File: src/rtl/slowclk_pkg.sv
package slowclk_pkg;
    typedef enum logic [1:0] {
        REG_CTRL     = 2'd0,
        REG_PRESCALE = 2'd1,
        REG_GATE     = 2'd2
    } reg_sel_e;

    typedef enum logic {
        SRC_INT = 1'b0,
        SRC_EXT = 1'b1
    } src_state_e;

    localparam logic [15:0] UNLOCK_KEY = 16'h16AA;
    localparam int SEL_BIT = 0;
    localparam int XEN_BIT = 4;
    localparam int BYP_BIT = 15;
endpackage

File: src/rtl/src_select_fsm.sv
module src_select_fsm
    import slowclk_pkg::*;
(
    input  logic        clk,
    input  logic        rst_n,
    input  logic        wr_ctrl,
    input  logic [31:0] wdata,
    input  logic        ext_fail,
    output src_state_e  state,
    output logic        ext_en,
    output logic        bypass
);
    src_state_e state_q, state_d;
    logic       en_q, byp_q;
    logic       keyed;

    assign keyed = wr_ctrl && (wdata[31:16] == UNLOCK_KEY);

    // state register
    always_ff @(posedge clk) begin
        if (!rst_n) state_q <= SRC_INT;
        else        state_q <= state_d;
    end

    // transitions: T_PICK_EXT, T_PICK_INT, T_FALLBACK
    always_comb begin
        state_d = state_q;
        unique case (state_q)
            SRC_INT: if (keyed && wdata[SEL_BIT]) state_d = SRC_EXT;
            SRC_EXT: begin
                if (ext_fail && !byp_q)            state_d = SRC_INT;
                else if (keyed && !wdata[SEL_BIT]) state_d = SRC_INT;
            end
        endcase
    end

    // keyed option bits
    always_ff @(posedge clk) begin
        if (!rst_n) begin
            en_q  <= 1'b0;
            byp_q <= 1'b0;
        end else if (keyed) begin
            en_q  <= wdata[XEN_BIT];
            byp_q <= wdata[BYP_BIT];
        end
    end

    assign state  = state_q;
    assign ext_en = en_q;
    assign bypass = byp_q;

    AST_KEY_GUARD: assert property (@(posedge clk) disable iff (!rst_n)
        (wr_ctrl && wdata[31:16] != UNLOCK_KEY) |=> ($stable(en_q) && $stable(byp_q)));

    AST_FALLBACK: assert property (@(posedge clk) disable iff (!rst_n)
        (state_q == SRC_EXT && ext_fail && !byp_q) |=> (state_q == SRC_INT));

    AST_BYPASS_HOLD: assert property (@(posedge clk) disable iff (!rst_n)
        (state_q == SRC_EXT && byp_q && !keyed) |=> (state_q == SRC_EXT));
endmodule

File: src/rtl/tick_divider.sv
module tick_divider #(
    parameter int FIXED_DIV = 32,
    parameter int PRE_W     = 5
) (
    input  logic             clk,
    input  logic             rst_n,
    input  logic             src_tick,
    input  logic [PRE_W-1:0] pre_value,
    output logic             wrap
);
    localparam int FIX_W = (FIXED_DIV > 1) ? $clog2(FIXED_DIV) : 1;

    logic             fix_last;
    logic [PRE_W-1:0] pre_cnt, pre_act;
    logic             stage_tick;

    generate
        if (FIXED_DIV > 1) begin : g_fixed
            logic [FIX_W-1:0] fix_cnt;
            always_ff @(posedge clk) begin
                if (!rst_n)        fix_cnt <= '0;
                else if (src_tick) fix_cnt <= fix_last ? '0 : fix_cnt + 1'b1;
            end
            assign fix_last = (fix_cnt == FIX_W'(FIXED_DIV - 1));
        end else begin : g_nofixed
            assign fix_last = 1'b1;
        end
    endgenerate

    assign stage_tick = src_tick && fix_last;
    assign wrap       = stage_tick && (pre_cnt == pre_act);

    // programmable stage; new value latched on wrap
    always_ff @(posedge clk) begin
        if (!rst_n) begin
            pre_cnt <= '0;
            pre_act <= '0;
        end else if (stage_tick) begin
            if (pre_cnt == pre_act) begin
                pre_cnt <= '0;
                pre_act <= pre_value;
            end else begin
                pre_cnt <= pre_cnt + 1'b1;
            end
        end
    end

    AST_PRE_RANGE: assert property (@(posedge clk) disable iff (!rst_n)
        pre_cnt <= pre_act);

    AST_ACT_HOLD: assert property (@(posedge clk) disable iff (!rst_n)
        !$past(wrap) |-> $stable(pre_act));
endmodule

File: src/rtl/slow_clock_sel.sv
module slow_clock_sel
    import slowclk_pkg::*;
#(
    parameter int FIXED_DIV = 32,
    parameter int PRE_W     = 5
) (
    input  logic        clk,
    input  logic        rst_n,
    input  logic        int_tick,
    input  logic        ext_tick,
    input  logic        ext_fail,
    input  logic        reg_wr,
    input  logic [1:0]  reg_addr,
    input  logic [31:0] reg_wdata,
    output logic [31:0] reg_rdata,
    output logic        slow_tick,
    output logic        clk_out
);
    src_state_e       state;
    logic             ext_en, bypass;
    logic             div_wrap;
    logic [PRE_W-1:0] pre_q;
    logic             gate_q;
    logic             tick_q;
    logic             wr_ctrl, wr_pre, wr_gate;

    assign wr_ctrl = reg_wr && (reg_addr == REG_CTRL);
    assign wr_pre  = reg_wr && (reg_addr == REG_PRESCALE);
    assign wr_gate = reg_wr && (reg_addr == REG_GATE);

    src_select_fsm u_fsm (
        .clk      (clk),
        .rst_n    (rst_n),
        .wr_ctrl  (wr_ctrl),
        .wdata    (reg_wdata),
        .ext_fail (ext_fail),
        .state    (state),
        .ext_en   (ext_en),
        .bypass   (bypass)
    );

    tick_divider #(.FIXED_DIV(FIXED_DIV), .PRE_W(PRE_W)) u_div (
        .clk       (clk),
        .rst_n     (rst_n),
        .src_tick  (int_tick),
        .pre_value (pre_q),
        .wrap      (div_wrap)
    );

    always_ff @(posedge clk) begin
        if (!rst_n) begin
            pre_q  <= '0;
            gate_q <= 1'b0;
        end else begin
            if (wr_pre)  pre_q  <= reg_wdata[PRE_W-1:0];
            if (wr_gate) gate_q <= reg_wdata[0];
        end
    end

    // output stage: one register after the selected source
    always_ff @(posedge clk) begin
        if (!rst_n) tick_q <= 1'b0;
        else begin
            unique case (state)
                SRC_INT: tick_q <= div_wrap;
                SRC_EXT: tick_q <= ext_tick;
            endcase
        end
    end

    assign slow_tick = tick_q;
    assign clk_out   = tick_q & gate_q;

    always_comb begin
        reg_rdata = '0;
        unique case (reg_addr)
            REG_CTRL: begin
                reg_rdata[SEL_BIT] = (state == SRC_EXT);
                reg_rdata[XEN_BIT] = ext_en;
                reg_rdata[BYP_BIT] = bypass;
            end
            REG_PRESCALE: reg_rdata[PRE_W-1:0] = pre_q;
            REG_GATE:     reg_rdata[0] = gate_q;
            default:      reg_rdata = '0;
        endcase
    end

    AST_EXT_PASS: assert property (@(posedge clk) disable iff (!rst_n)
        (state == SRC_EXT) |=> (slow_tick == $past(ext_tick)));

    AST_INT_SOURCE: assert property (@(posedge clk) disable iff (!rst_n)
        (slow_tick && $past(state == SRC_INT)) |-> $past(int_tick));
endmodule

File: config.mk
export PLATFORM = sky130hd
export DESIGN_NAME = slow_clock_sel
export DESIGN_NICKNAME = d
export VERILOG_FILES = /design/src/rtl/slowclk_pkg.sv /design/src/rtl/src_select_fsm.sv /design/src/rtl/tick_divider.sv /design/src/rtl/slow_clock_sel.sv
export SDC_FILE = /design/constraint.sdc
export NUM_CORES = 1
export LEC_CHECK = 0
export ABC_AREA = 1
export BUFFER_PORTS_ARGS = -buffer_cell sky130_fd_sc_hd__buf_4
export CAP_MARGIN = 10
export CORE_ASPECT_RATIO = 1.4
export CORE_MARGIN = 4
export CORE_UTILIZATION = 45
export DETAILED_ROUTE_END_ITERATION = 10
export PLACE_DENSITY = 0.86
export SETUP_SLACK_MARGIN = 0.5
export SLEW_MARGIN = 40
export SYNTH_ARGS = -nofsm -noshare
export SYNTH_HDL_FRONTEND = slang
export SYNTH_SLANG_ARGS = --single-unit
File: constraint.sdc
create_clock -name clk -period 4.1 [get_ports clk]
set_clock_uncertainty 0.1 [all_clocks]
set_input_delay 0.82 -clock clk [delete_from_list [all_inputs] [get_ports clk]]
set_output_delay 0.82 -clock clk [all_outputs]
set_load 0.03 [all_outputs]
==> impl_metrics.tcl <==
set metrics [dict create \
    syn_inst 235 \
    cts.sinks 25 \
    wl_um 3260 \
    detail-route-antenna-nets 0 \
    ioPinCount 74 \
    power_density_nw_per_um2 263 \
    clk_pin_slew_ns 0.08 \
    path_class "primary input to output port" \
    ir_drop_uv 215 \
    postCtsHoldBufs 0 \
    layout-drive-gt1-share 0.183 \
    grt_usage 0.148 \
    core-area_um2 3350 \
    crit_fanout 4 \
    period_minus_slack_ns 2.53 \
    nFillCells 314 \
    grt_pass1_wl_um 5460 \
    cts_resized 0 \
    die_x_um 57.8 \
    cts-root-buf "clkbuf_8" \
    cts_tree "yes" \
    rr_startpoint "u_div.g_fixed.fix_cnt[1]" \
    multi_input_area_um2 816 \
    postCtsSetupBuffers 0 \
    seq_area_um2 500 \
    min_to "pre_q[0]" \
    clockBufferDepth 2 \
    dp_hpwl_um 2550 \
    power_switching_mw 0.135 \
    yosysUniqueCellTypes 29 \
    synth_area_um2 1560 \
    outcome "completed" \
    routedWlPerCell_um 10.4 \
    via_count 1471 \
    power.leakage_nw 0.910 \
    setup-violations-final 0 \
    antenna_found_initial 0 \
    port-buffer-count 37 \
    fin_crit_sh 0.616 \
    synth_top_cell_area_share 0.320 \
    overflow 0 \
    critPathCaptureType "output port" \
    finalSetupTns_ns 0 \
    fin_util 0.545 \
    clock_power_share 0.298 \
    setup_ws_ns 1.57 \
    drv_slew 0 \
    maxCapViolCount 0 \
    grt_max_degree 24 \
    diodes 0 \
    grt_pass1_vias 1366 \
    cts_htree_levels 1 \
    num-nets-final 317 \
    synth_edf_count 0 \
    dieArea_um2 4490 \
    synth_seq_cells 25 \
    rrSetupSlack_ns 2.27 \
    yosysSeqAreaShare 0.320 \
    r2r_cells 10 \
    hold_class "flip-flop to flip-flop" \
    start_util 0.467 \
    first_iter_violations 42 \
    numCtsBuffers 3 \
    max_freq_ghz 0.396 \
    sw_frac_of_total 0.281 \
    syn_avg_cell_area_um2 6.65 \
    areaGrowthSynthToFinish_pct 16.8 \
    p_int_mw 0.345 \
    hold_violations 0 \
    required_ns 3.18 \
    gp_congestion 0.837 \
    synth.yosys.warnings 0 \
    synthArstFlopShare 0 \
    critPathArrivalTime_ns 1.61 \
    yosys.area.top_type "dfxtp_1" \
    power_frac_seq 0.523 \
    rows 25 \
    regToRegEndpoint "u_div.pre_cnt[4]" \
    drcViolationCount 0 \
    rsz0062_at_grt "no" \
    pwr-share-comb 0.179 \
    synth_ff_type "dfxtp_1" \
    insertion_delay_ns 0.27 \
    hold_path_depth 2 \
    worst_setup_path_start_kind "primary input" \
    dpl_worst_slack_ns 1.57 \
    die_h_um 77.7 \
    viasPerCell 4.70 \
    yosys-top-cells-area "dfxtp_1 32%, buf_4 12%, nor2_1 10%, nand2_1 9.8%, inv_1 8.2%" \
    dr.pass1.iters 4 \
    worstHoldStart "pre_q[0]" \
]
## per-layer routing
layer	up-vias	part of all wire	track usage
met5	-	0	0
met4	0	0.020	0.0650
met3	6	0.069	0.0216
met2	56	0.53	0.284
met1	651	0.38	0.151
li1	758	-	-
## sequential cells by signal (all words and copies together), names as in the netlist
signal                 cells
u_div.g_fixed.fix_cnt      5
pre_q                      5
u_div.pre_act              5
slow_tick                  1
u_fsm.ext_en               1
u_fsm.state                1
gate_q                     1
u_div.pre_cnt              5
u_fsm.bypass               1
## power by group through the flow
stage	registers (mW)	logic (mW)	clock network, mW
after global placement	0.257	0.0835	0
final	0.251	0.0859	0.143
after global routing	0.252	0.0938	0.153
after floorplan	0.256	0.0744	0
after CTS	0.251	0.0855	0.145
after detailed placement	0.257	0.0851	0
## placed cells by master (no fill, tap or decap), drive strengths merged
cell / count
clkbuf: 4
a31oi: 1
clkinv: 1
ha: 3
nor2: 46
dfxtp: 25
buf: 37
nand2: 43
inv: 35
xnor2: 1
nor3: 9
conb: 26
nand3b: 3
a21oi: 7
o22ai: 1
nand3: 16
o221ai: 1
nand4: 4
o21ai: 10
## cell type report
| type | count | share of cell area |
|---|---|---|
| multi-input combinational | 171 | 0.447 |
| sequential | 25 | 0.274 |
| timing repair buffer | 37 | 0.152 |
| inverter | 36 | 0.0747 |
| tap | 40 | 0.0274 |
| clock buffer | 4 | 0.0247 |
## worst max-delay path, cell delays in order
cell,delay (ns)
buf_4,0.12
nor2_1,0.14
inv_1,0.11
o221ai_1,0.22
buf_4,0.20
## per-stage QoR
step | power, mW | instances | cell area, µm² | hold WS [ns]
after floorplan | 0.331 | 260 | 1660 | 0.338
after global placement | 0.340 | 309 | 1780 | 0.352
after detailed placement | 0.342 | 309 | 1780 | 0.368
after CTS | 0.481 | 313 | 1830 | 0.381
after global routing | 0.499 | 313 | 1830 | 0.398
final | 0.480 | 313 | 1830 | 0.379
## Yosys cell counts, types with 3 or more instances
cell type / number
o21ai_0: 10
nand3b_1: 3
inv_1: 34
nand4_1: 4
nor2_1: 43
buf_4: 26
ha_1: 3
a21oi_1: 7
nand2_1: 41
nor3_1: 8
nand3_1: 14
dfxtp_1: 25
## cell families (layout without fill, tap and decap cells)
group,Yosys count,in the layout,share of synthesized area
xor+xnor,1,1,0.00561
fa+ha+maj,3,3,0.0240
simple gates,121,121,0.362
flops,25,25,0.320
other cells,1,26,0.00240
compound gates,20,20,0.0681
buf+inv,64,77,0.218
## worst max-delay path by stage
stage / slack, ns / start / end
floorplan: 1.59 / reg_addr[0] / reg_rdata[0]
global placement: 1.59 / reg_addr[1] / reg_rdata[0]
detailed placement: 1.57 / reg_addr[1] / reg_rdata[0]
CTS: 1.57 / reg_addr[0] / reg_rdata[0]
global route: 1.47 / reg_addr[1] / reg_rdata[0]
finish: 1.57 / reg_addr[1] / reg_rdata[0]
(Power assumes the default switching activity.)
